===== src/rtl/ustep_seq.sv =====
module ustep_seq #(
  parameter int CNT_W = 4,
  parameter int OP_W  = 8
) (
  input  logic             clk,
  input  logic             rst_n,
  input  logic             rdy,
  input  logic             clr_step,
  input  logic [OP_W-1:0]  din,
  output logic [CNT_W:0]   step,
  output logic             ir_load,
  output logic             sync,
  output logic [OP_W-1:0]  ir
);

  logic             ph;
  logic [CNT_W-1:0] cnt;

  always_ff @(posedge clk or negedge rst_n) begin
    if (!rst_n) begin
      ph  <= 1'b0;
      cnt <= '0;
    end else if (!ph) begin
      ph <= 1'b1;
    end else if (rdy) begin
      ph  <= 1'b0;
      cnt <= clr_step ? '0 : cnt + CNT_W'(1);
    end
  end

  always_ff @(posedge clk or negedge rst_n) begin
    if (!rst_n)       ir <= '0;
    else if (ir_load) ir <= din;
  end

  assign sync    = (cnt == '0);
  assign ir_load = sync & ph;
  assign step    = {cnt, ph};

  p_low_to_high_r1: assert property (@(posedge clk) disable iff (!rst_n)
    !step[0] |=> step[0] && (step[CNT_W:1] == $past(step[CNT_W:1])));

  p_advance_r2: assert property (@(posedge clk) disable iff (!rst_n)
    (step[0] && rdy && !clr_step) |=> !step[0] && (step[CNT_W:1] == $past(step[CNT_W:1]) + CNT_W'(1)));

  p_clear_r3: assert property (@(posedge clk) disable iff (!rst_n)
    (step[0] && rdy && clr_step) |=> step == '0);

  p_reset_r5: assert property (@(posedge clk)
    !rst_n |=> (step == '0) && (ir == '0));

  p_stall_r6: assert property (@(posedge clk) disable iff (!rst_n)
    (step[0] && !rdy) |=> $stable(step));

  p_strobe_r7: assert property (@(posedge clk) disable iff (!rst_n)
    ir_load |-> (step == (CNT_W+1)'(1)));

  p_ir_hold_r8: assert property (@(posedge clk) disable iff (!rst_n)
    !ir_load |=> $stable(ir));

  p_ir_take_r8: assert property (@(posedge clk) disable iff (!rst_n)
    ir_load |=> ir == $past(din));

  p_sync_r9: assert property (@(posedge clk) disable iff (!rst_n)
    sync |-> (step[CNT_W:1] == '0));

endmodule


===== config.mk =====
export PLATFORM = sky130hd
export DESIGN_NAME = ustep_seq
export DESIGN_NICKNAME = d
export VERILOG_FILES = /design/src/rtl/ustep_seq.sv
export SDC_FILE = /design/constraint.sdc
export NUM_CORES = 1
export LEC_CHECK = 0
export BUFFER_PORTS_ARGS = -buffer_cell sky130_fd_sc_hd__buf_4
export CORE_UTILIZATION = 35
export CTS_BUF_LIST = sky130_fd_sc_hd__clkbuf_4 sky130_fd_sc_hd__clkbuf_8 sky130_fd_sc_hd__clkbuf_16
export DETAILED_ROUTE_END_ITERATION = 6
export PLACE_DENSITY_LB_ADDON = 0.2
export RECOVER_POWER = 100
export SYNTH_ARGS = -nofsm -noshare
export SYNTH_HDL_FRONTEND = slang
export SYNTH_SLANG_ARGS = --single-unit

===== constraint.sdc =====
create_clock -name clk -period 4.56 [get_ports clk]
set_input_delay 0.228 -clock clk [delete_from_list [all_inputs] [get_ports clk]]
set_output_delay 0.228 -clock clk [all_outputs]
set_load 0.005 [all_outputs]

Word level (Yosys, flattened, before mapping)
Index checks and enable logic that the tools add are counted. Widths: inputs -> output; s select.

Register bits after elaboration: 13. Bits in latches: 0. RAM bits: 0. Bits in read-only memories: 0. Input bits: 12. Output and inout port bits: 15. Word-level logic and storage cells: 10. Memories kept: 0.

$add $sub $neg: 1. Multipliers: 0. Divide/modulo/power cells: 0. $lt $le $gt $ge: 0. Eq/ne operators: 0. Shifts and indexed selects: 0. Mux-type cells: 3. Bitwise logic cells: 1. Reduce and logical (&&, ||, !) cells: 2.

Operators with widths (count): $add 4x1->4 const B (1); $logic_not 4->1 (1); $mux 4 (1); $mux 1 (2); $reduce_and 2->1 (1); $and 1x1->1 (1).

Logic depth before layout (Yosys ltp)
Gate-level depths: netlist of run 1.

Depth after elaboration: 2. Mapped depth: 6. Gate-level depth less buffers: 5.

Worst setup path after synthesis of run 1
No wires, ideal clock.

Path kind: register to register. Start: register cnt[0]. End: register ir[0]. Setup time: 0.125 ns. Arrival: 1.398 ns. Data required time: 4.435 ns. Path slack: 3.037 ns. Cell stages (with the launch flop): 7. Path buffers: 1. Clock period less this slack: 1.523 ns. Path through: dfrtp_1 -> inv_1 -> ha_1 -> nor3b_2 -> and2_4 -> buf_12 -> mux2_4.

Longest elaborated chain between the ends: 2.

RTL lines: from (decl) (line 17) `logic [CNT_W-1:0] cnt;`; from (signal assigned) (line 27) `cnt <= clr_step ? '0 : cnt + CNT_W'(1);`; $logic_not 4->1 (line 36) `assign sync = (cnt == '0);`; named net sync (line 12) `output logic sync,`; $and 1x1->1 (line 37) `assign ir_load = sync & ph;`; named net ir_load (line 11) `output logic ir_load,`; to (signal assigned) (line 33) `else if (ir_load) ir <= din;`; to (decl) (line 13) `output logic [OP_W-1:0] ir`.

The timed path passes the listed nets, and every way through them passes these cells. A chain may end at the register's enable or synchronous reset.

Final worst setup path of run 1
Start: register cnt[0]. End: output ir_load.

Longest elaborated chain between the ends: 2.

RTL lines (line): $logic_not 4->1 (36); $and 1x1->1 (37); to (decl) (11).

Every way passes these cells.

==> summary.txt, run 1 <==
Outcome
  • Outcome: finished with violations
  • Failing checks: DRC

Timing
  • Slew of the pin with the lowest slew margin: 672 ps
  • RSZ-0062 raised after global routing: false
  • Slew headroom: 0.552
  • Worst Clk Skew: 6.71 ps
  • Final Hold Vio Count: 0
  • Final worst slack: 2360 ps
  • Max Fclk: 454 MHz
  • Setup-failing EPs final: 0
  • Final slew viol count: 0
  • Final Cycle Share: 0.483
  • Period minus WS final: 2200 ps
  • Setup TNS: 0 ps

Yosys
  • Synth Cell Area: 608 um^2
  • Multiplexer area fraction after synthesis: 0.216
  • Mapped Cells: 43
  • Count leader, synth: dfrtp_1
  • Syn nets: 57
  • Ys async rst share: 1.00
  • Simple-Gate Fraction of Synth Area: 0.0885
  • Number of flops mapped to enable cells by yosys: 0
  • Top FF cell, synth: dfrtp_1
  • Count of different cell masters after synthesis: 17
  • Synth Area in Adders: 0.0412
  • Synth Area in Compound Gates: 0.0617
  • Main combinational cell family by area after synthesis: multiplexers
  • Most area-consuming cells after synthesis: dfrtp_1 53%, mux2_4 20%, ha_1 4.1%
  • Most common library cells after synthesis: 13 x dfrtp_1, 8 x mux2_4, 3 x nand2_1, 3 x o21ai_0
  • Ys Warns: 0
  • Synthesized flop and latch total: 13
  • Post-Synth XOR/XNOR Area: 0
  • Register area share after synthesis: 0.535
  • Area share of the largest cell type after synthesis: 0.535
  • Avg Cell Area, Syn: 14.1 um^2
  • Yosys top cell by area: dfrtp_1

Clock network
  • Clk_lat worst skew: 260 ps
  • TritonCTS Buffers: 3
  • CTS tree: built
  • Clk buf depth: 2
  • # clock sinks: 13
  • Hold buffer count at cts: 1
  • Root buf cell: clkbuf_4
  • Setup bufs post-CTS: 0
  • H-Tree Depth: 1
  • CTS clk-pin slew, worst paths: 80 ps
  • Post-CTS resize count: 0

Global route
  • First-pass GRT wire length: 1780 um
  • Total Routing Usage GR: 0.131
  • Vias in the first global route: 398
  • Global route overflow: 0
  • Largest net degree at the start of global routing: 14
  • Antenna violations before repair: 0

Die
  • Die area: 0.00191 mm^2
  • Core Box Area: 0.00156 mm^2
  • I/O pin count: 27
  • Height of the die: 43.7 um
  • Die W: 43.7 um
  • Cell Rows: 14
  • Initial cell density of the core: 0.390

Setup path
  • Worst r2r src: cnt[0]
  • Number of cells on the worst reg-to-reg path: 5
  • Critical path origin: cnt[0]
  • CP endpoint: ir_load
  • Worst setup EP type: primary output
  • Reg2reg setup slack: 2600 ps
  • CP Data Arrival Time: 1980 ps
  • R2R Path End: ir[4]
  • Setup CP Type: reg -> out
  • Critical path fanouts, max: 9
  • Worst Setup Start Kind: flop
  • CP required: 4330 ps

Cells and area
  • Area Growth Syn to Fin: 31.3%
  • N_diodes: 0
  • Final Util: 0.512
  • Fraction of layout cells with a size suffix above 1: 0.431
  • Net count of the finished layout: 87
  • Post-Layout Inst Area: 798 um^2

Routing
  • # DRC: 3
  • Final wirelength: 1050 um
  • Router iterations before antenna repair: 5
  • 1st-iter DRT viols: 5
  • Via/cell ratio: 4.73
  • DRT antenna net count: 0
  • Total number of vias: 416
  • Wire per inst: 11.9 um

Run
  • Maxcap violations: 0

Placement
  • Placed Area: 796 um^2
  • Worst slack at placement: 3020 ps
  • Gpl congestion: 0.692
  • Buffers on Ports: 26
  • HPWL after DPL: 840 um

Worst hold path
  • Hold wc startpoint: clr_step
  • Min-Delay Path Class: in -> reg

Pwr
  • Static leakage: 0.387 nW
  • Total power: 0.428 mW
  • Max VDD drop: 0.276 mV
  • Power per cell area: 536 mW/mm^2
per-stage QoR:
step | std cells | hold slack (ps)
floorplan | 43 | -67.6
global placement | 83 | 79.9
detailed placement | 83 | 79.1
CTS | 88 | 160
global route | 88 | 152
finish | 88 | 171
state kept, by name, summed over array words and instances, names as in the netlist:
register  flops
ir            8
cnt           4
ph            1
cell families (layout without fill, tap and decap cells):
kind of cell / count (synthesis) / in the layout
flops: 13 / 13
mux: 9 / 9
simple gates: 9 / 9
compound gates: 6 / 6
fa+ha+maj: 2 / 2
buf+inv: 4 / 33
final cells by class:
type / count / area, um^2
fillers: 139 / 761
flip-flops and latches: 13 / 325
multi-input cells: 26 / 214
repair buffers: 27 / 201
clock buffers: 4 / 30.0
well taps: 16 / 20.0
inverters: 2 / 7.51
cells in the final DEF (no fill, tap or decap), drive strengths merged, types with 2 or more instances in the layout:
cell type  instances
buf               11
clkbuf            19
dfrtp             13
ha                 2
inv                2
mux2               9
nand2              3
nand3              2
o21ai              3
worst min path at each step:
stage,endpoint,slack [ps],cells after the start
final,cnt[3],170,2
after global routing,cnt[3],150,2
after CTS,cnt[3],160,2
after detailed placement,ir[2],80,1
after global placement,ph,80,1
after floorplan,cnt[0],-70,0
layer usage:
layer,global-route usage,wire [um],part of all wire,vias up
li1,-,-,-,214
met1,0.171,464,0.44,190
met2,0.200,520,0.50,12
met3,0.0667,63,0.060,0
met4,0.0188,0,0,0
met5,0,0,0,-
critical path: stages (launching register included):
cell and delay [ps]:
dfrtp_1 440, inv_1 80, ha_1 130, nor3b_1 260, and2_0 540, clkbuf_4 260
where the power goes:
| group | leakage, nW | internal [mW] | switching [mW] | total (mW) |
|---|---|---|---|---|
| registers | 0.156 | 0.161 | 0.0311 | 0.192 |
| clock network | 0.0184 | 0.0397 | 0.0325 | 0.0722 |
| logic | 0.213 | 0.106 | 0.0578 | 0.164 |
| total | 0.387 | 0.306 | 0.121 | 0.428 |
No activity file was read; power rests on OpenSTA's default activity.
==> run 2, diff against run 1 <==
Clock period 4.56 ns to 1.8 ns, I/O delays scaled along.
==> run 2 against run 1 <==
  * The flow still finishes with violations (DRC)
  * Global-route usage stayed put
  * Register-to-register slack got worse by 2400 ps
  * Setup slack worse by 2200 ps
  * Die area unchanged
  * Critical path type unchanged
  * Critical endpoint unchanged
  * Largest power group unchanged
==> summary.txt, run 2 (synthesized netlist as in run 1, its figures left out) <==
Timing
  • Final worst slack: 188 ps (-2170 ps)
  • Setup TNS: 0 ps (unchanged)
  • RSZ-0062 raised after global routing: false
  • Slew of the pin with the lowest slew margin: 673 ps (+0.124 ps)
  • Max Fclk: 621 MHz
  • Period minus WS final: 1610 ps
  • Final Hold Vio Count: 0 (unchanged)
  • Final Cycle Share: 0.895
  • Setup-failing EPs final: 0 (unchanged)
  • Worst Clk Skew: 6.71 ps (unchanged)
  • Final slew viol count: 0 (unchanged)
  • WHS: 32.9 ps (-138 ps)
  • Slew headroom: 0.552 (about the same)

Outcome
  • Outcome: finished with violations
  • Failing checks: DRC

Cells and area
  • Biggest regs: ir x8, cnt x4, ph x1
  • Final Util: 0.517 (+0.00482)
  • Largest register FFs: 8 (unchanged)
  • Multi-input logic area: 221 um^2 (+3.5%)
  • Most frequent cells in the layout: 18 x clkbuf_4, 13 x dfrtp_1, 11 x buf_4
  • Area Growth Syn to Fin: 32.5%
  • Net count of the finished layout: 87 (unchanged)
  • Commonest non-fill, non-tap cell in the layout: clkbuf_4
  • Fraction of layout cells with a size suffix above 1: 0.458 (+0.0278)
  • Seq. cell area: 325 um^2 (unchanged)
  • Largest Register: ir
  • N_diodes: 0 (unchanged)
  • Fillers: 138 (-0.72%)
  • Non-filler cells, final: 88 (unchanged)

Pwr
  • Static leakage: 0.393 nW (+1.4%)
  • Switching share of power: 0.283 (-0.000934)
  • Internal power: 0.787 mW (+160%)
  • Clock power share: 0.167 (-0.002)
  • Max VDD drop: 0.717 mV (+160%)
  • Logic gate share of total power: 0.389 (+0.006)
  • Net Sw Power: 0.310 mW (+160%)
  • Power per cell area: 1360 mW/mm^2 (+150%)
  • Sequential share of power: 0.444 (-0.004)

Clock network
  • H-Tree Depth: 1 (unchanged)
  • Clk buf depth: 2 (unchanged)
  • Post-CTS resize count: 0 (unchanged)
  • Clk_lat worst skew: 260 ps (about the same)
  • CTS tree: built
  • Root buf cell: clkbuf_4
  • # clock sinks: 13 (unchanged)
  • TritonCTS Buffers: 3 (unchanged)
  • CTS clk-pin slew, worst paths: 80 ps (about the same)

Routing
  • Final wirelength: 1050 um (+0.29%)
  • DRT antenna net count: 0 (unchanged)
  • 1st-iter DRT viols: 5 (unchanged)
  • Via/cell ratio: 4.72 (-0.24%)
  • Total number of vias: 415 (-0.24%)
  • Wire length on met1: 467 um (+0.65%)
  • Top sig layer: met3
  • Router iterations before antenna repair: 5 (unchanged)
  • # DRC: 3 (unchanged)
  • Wire per inst: 11.9 um (+0.29%)
  • Met2 WL: 519 um (-0.19%)
  • Met3 wire length: 63 um (unchanged)

Setup path
  • Reg2reg setup slack: 230 ps (-2370 ps)
  • Critical path fanouts, max: 9 (unchanged)
  • CP required: 1710 ps (-2620 ps)
  • Number of cells on the worst reg-to-reg path: 5 (unchanged)
  • R2R Path End: ir[4]
  • Setup CP Type: reg -> out
  • Worst setup EP type: primary output
  • CP Data Arrival Time: 1520 ps (-460 ps)
  • Worst r2r src: cnt[0]
  • Worst Setup Start Kind: flop

Die
  • Cell Rows: 14 (unchanged)
  • I/O pin count: 27 (unchanged)
  • Height of the die: 43.7 um (unchanged)
  • Die W: 43.7 um (unchanged)
  • Die area: 0.00191 mm^2 (unchanged)
  • Core Box Area: 0.00156 mm^2 (unchanged)
  • Initial cell density of the core: 0.390 (unchanged)

Worst hold path
  • Min-Delay Path Class: in -> reg
  • Hold path cells: 2 (unchanged)
  • Hold wc startpoint: clr_step
  • Worst Hold Endpoint: cnt[3]

Global route
  • Largest net degree at the start of global routing: 14 (unchanged)
  • Global route overflow: 0 (unchanged)
  • First-pass GRT wire length: 1780 um (unchanged)
  • Total Routing Usage GR: 0.131 (unchanged)
  • Vias in the first global route: 398 (unchanged)
  • Antenna violations before repair: 0 (unchanged)

Placement
  • Placed Instances: 83 (unchanged)
  • HPWL after DPL: 840 um (unchanged)
  • Buffers on Ports: 26 (unchanged)
  • Worst slack at placement: 260 ps (-2760 ps)
  • Gpl congestion: 0.692 (about the same)

Run
  • Maxcap violations: 0 (unchanged)
-- run 2: cell counts in the layout (fill, tap and decap cells not counted) --
Identical to the previous run, type by type.
-- run 2: critical path, cell delays in order, from the launching register on --
cell and delay, ps:
dfrtp_1 440, inv_1 80, ha_1 130, nor3b_2 200, and2_4 250, clkbuf_4 150
-- run 2: final cells by class --
type / instances / share of cell area
clock buffer: 4 / 0.0373
tap: 16 / 0.0248
sequential: 13 / 0.404
multi-input combinational: 26 / 0.275
inverter: 2 / 0.00932
timing repair buffer: 27 / 0.250
-- run 2: what timing repair did --
item,in CTS,in global routing
hold buffers,1,0
endpoints found under the hold margin,13,0
setup buffers,0,0
-- run 2: stage by stage --
stage               power [mW]  area, um^2
finish                    1.10         806
global route              1.18         806
CTS                       1.23         836
detailed placement        1.03         796
global placement          1.02         796
floorplan                0.800         608
-- run 2: worst max-delay path by stage --
| stage | start | to | slack (ps) | depth (start not counted) |
|---|---|---|---|---|
| floorplan | cnt[0] | ir[0] | 280 | 6 |
| global placement | cnt[0] | ir[3] | 300 | 5 |
| detailed placement | cnt[0] | ir[4] | 260 | 5 |
| CTS | cnt[0] | ir_load | 170 | 5 |
| global route | cnt[0] | ir_load | 60 | 5 |
| finish | cnt[0] | ir_load | 190 | 5 |
-- run 2: layer usage --
metal  vias up  global-route usage
met1       190               0.171
met2        12               0.200
met3         0              0.0667
li1        213                   -
met4         0              0.0188
met5         -                   0
-- run 2: power groups by stage --
stage | registers (mW) | clock network [mW] | logic (mW)
floorplan | 0.500 | 0 | 0.300
global placement | 0.504 | 0 | 0.520
detailed placement | 0.500 | 0 | 0.528
CTS | 0.500 | 0.192 | 0.534
global route | 0.506 | 0.206 | 0.467
finish | 0.488 | 0.183 | 0.427
==> run 3, diff against run 2 <==
Settings changed: ABC_AREA set to 1.
==> run 3 against run 2 <==
  * The run now ends clean
  * Sequential share of layout area decreased by 1.3 points
  * Synthesized cell count increased by 51%
  * Flip-flop and latch count unchanged
  * Fmax increased by 7.3%
  * Cell count increased by 27%
  * Count of clock-buffer cells in the layout unchanged
  * Non-clock buffer count increased by 1
  * Hold slack got worse by 21 ps
  * Sequential power decreased by 3%
  * Core utilization increased by 2.4 points
  * Via count increased by 20%
  * Design area increased by 3.4%
  * Highest routed layer unchanged
==> summary.txt, run 3 <==
Routing
  • Router iterations before antenna repair: 2 (-3)
  • 1st-iter DRT viols: 1 (-4)
  • Wire per inst: 9.89 um (-17%)
  • Final wirelength: 1110 um (+5.5%)
  • Via/cell ratio: 4.43 (-6.1%)
  • Total number of vias: 496 (+20%)
  • DRT antenna net count: 0 (unchanged)
  • # DRC: 0 (-3)

Die
  • Core Box Area: 0.00154 mm^2 (-1.1%)
  • Height of the die: 42.9 um (-1.9%)
  • Die area: 0.00184 mm^2 (-3.7%)
  • Die W: 42.9 um (-1.9%)
  • Cell Rows: 14 (unchanged)
  • Initial cell density of the core: 0.379 (-0.0110)
  • I/O pin count: 27 (unchanged)

Clock network
  • Clk_lat worst skew: 260 ps (about the same)
  • Hold buffer count at cts: 1 (unchanged)
  • CTS tree: built
  • # clock sinks: 13 (unchanged)
  • TritonCTS Buffers: 3 (unchanged)
  • CTS clk-pin slew, worst paths: 80 ps (about the same)
  • H-Tree Depth: 1 (unchanged)
  • Clk buf depth: 2 (unchanged)
  • Root buf cell: clkbuf_4
  • Post-CTS resize count: 0 (unchanged)
  • Setup bufs post-CTS: 0 (unchanged)

Yosys
  • Ys Warns: 0 (unchanged)
  • Count of different cell masters after synthesis: 15 (-2)
  • Top FF cell, synth: dfrtp_1
  • Count leader, synth: nand2_1
  • Register area share after synthesis: 0.557 (+0.0218)
  • Syn nets: 79 (+39%)
  • Most area-consuming cells after synthesis: dfrtp_1 56%, nand2_1 19%, ha_1 4.3%
  • Number of flops mapped to enable cells by yosys: 0 (unchanged)
  • Yosys top cell by area: dfrtp_1
  • Mapped Cells: 65 (+51%)
  • Ys async rst share: 1.00 (unchanged)
  • Synth Cell Area: 584 um^2 (-3.9%)
  • Area share of the largest cell type after synthesis: 0.557 (+0.0218)
  • Most common library cells after synthesis: 30 x nand2_1, 13 x dfrtp_1, 5 x inv_1
  • Avg Cell Area, Syn: 8.99 um^2 (-36%)
  • Synthesized flop and latch total: 13 (unchanged)

Pwr
  • Power per cell area: 1360 mW/mm^2 (-0.34%)
  • Max VDD drop: 0.646 mV (-9.9%)
  • Static leakage: 0.474 nW (+21%)

Setup path
  • Crit path largest cell delay: 400 ps (-40 ps)
  • Crit path max-delay family: flip-flops
  • Setup CP Type: reg -> out
  • Worst Setup Start Kind: flop
  • Critical path fanouts, max: 9 (unchanged)
  • CP Data Arrival Time: 1410 ps (-110 ps)
  • CP required: 1710 ps (about the same)
  • Crit-path cells: inv_1 -> ha_1 -> nand3_4 -> inv_6 -> clkbuf_4
  • CP max stage cell: dfrtp_1
  • Worst setup EP type: primary output
  • Worst Path Buf+Inv: 3 (+1)

Timing
  • Setup TNS: 0 ps (unchanged)
  • Slew of the pin with the lowest slew margin: 693 ps (+20.5 ps)
  • Final worst slack: 298 ps (+110 ps)
  • Final Cycle Share: 0.834 (-0.0609)
  • Slew headroom: 0.538 (-0.0137)
  • Final Hold Vio Count: 0 (unchanged)
  • Worst Clk Skew: 0.505 ps (-6.20 ps)
  • Period minus WS final: 1500 ps (-110 ps)
  • Max Fclk: 666 MHz (+7.3%)
  • Final slew viol count: 0 (unchanged)
  • RSZ-0062 raised after global routing: false
  • Setup-failing EPs final: 0 (unchanged)

Cells and area
  • Final Util: 0.541 (+0.0237)
  • Non-filler cells, final: 112 (+27%)
  • Commonest non-fill, non-tap cell in the layout: nand2_1
  • Net count of the finished layout: 111 (+28%)
  • Fillers: 147 (+6.5%)
  • Fraction of layout cells with a size suffix above 1: 0.333 (-0.125)
  • Largest register FFs: 8 (unchanged)
  • N_diodes: 0 (unchanged)
  • Biggest regs: ir x8, cnt x4, ph x1
  • Most frequent cells in the layout: 31 x nand2_1, 18 x clkbuf_4, 13 x dfrtp_1
  • Area Growth Syn to Fin: 42.6%
  • Largest Register: ir

Global route
  • Vias in the first global route: 462 (+16%)
  • Antenna violations before repair: 0 (unchanged)
  • First-pass GRT wire length: 1900 um (+6.6%)
  • Global route overflow: 0 (unchanged)
  • Largest net degree at the start of global routing: 14 (unchanged)
  • Total Routing Usage GR: 0.142 (+0.0106)

Placement
  • Worst slack at placement: 590 ps (+330 ps)
  • Buffers on Ports: 26 (unchanged)
  • Placed Instances: 106 (+28%)
  • HPWL after DPL: 838 um (-0.19%)
  • Gpl congestion: 0.728 (+5.1%)

Outcome
  • Outcome: finished clean

Worst hold path
  • Min-Delay Path Class: in -> reg

Run
  • Maxcap violations: 0 (unchanged)
==> run 3: changes by cell type after synthesis, sizes merged, moves of 3 or more <==
cell / delta
nor2: +3
inv: +4
nand2: +28
mux2: -9
==> run 3: layout make-up <==
cell class	count	area (um^2)	area share
clock buffer	4	30.0	0.0360
inverter	6	27.5	0.0330
multi-input combinational	45	219	0.263
sequential	13	325	0.390
tap	16	20.0	0.0240
timing repair buffer	28	211	0.254
==> run 3: cells by family (layout without fill, tap and decap cells) <==
kind of cell,count (synthesis),in the layout,share of synthesized area
AOI/OAI and AO/OA,3,3,0.0257
buffers and inverters,7,38,0.0600
DFF,13,13,0.557
adders and majority gates,2,2,0.0428
xor gates and xnor gates,1,1,0.0150
and+or+nand+nor,39,39,0.300
==> run 3: through the flow <==
stage          hold slack, ps  instance area [um^2]  total power [mW]
6_report                 11.8                   833              1.13
5_1_grt                  17.6                   833              1.23
4_1_cts                  4.95                   832              1.17
3_5_place_dp            -53.5                   792             0.968
3_3_place_gp            -53.1                   792             0.960
2_1_floorplan            -206                   584             0.705
==> run 3: worst min-delay path, stage by stage <==
cell and delay [ps]:
buf_4 80, nand2_1 40, nand2_1 40
==> run 3: path summary, 6_finish.rpt <==
check | start | endpoint | slack (ps) | cells past startpoint
setup / recovery | cnt[0] | ir_load | 300 | 5
max in group asynchronous | rst_n | ir[1] | 990 | 2
min in group asynchronous | rst_n | cnt[0] | 370 | 2
hold / removal | din[7] | ir[7] | 10 | 3
setup reg to reg | cnt[0] | ir[0] | 620 | 6
hold reg to reg | ir[6] | ir[6] | 480 | 2
==> run 3: where the power goes <==
group	internal [mW]	leakage (nW)	switching, mW	total, mW
Clock	0.101	0.0184	0.0888	0.189
Sequential	0.402	0.161	0.0686	0.471
Combinational	0.251	0.294	0.220	0.471
==> run 3: layer usage <==
| layer | wire length, um | part of all wire | up-vias | track usage |
|---|---|---|---|---|
| met5 | 0 | 0 | - | 0 |
| met1 | 521 | 0.47 | 217 | 0.185 |
| li1 | - | - | 264 | - |
| met3 | 65 | 0.059 | 0 | 0.0596 |
| met4 | 0 | 0 | 0 | 0.0563 |
| met2 | 520 | 0.47 | 15 | 0.206 |
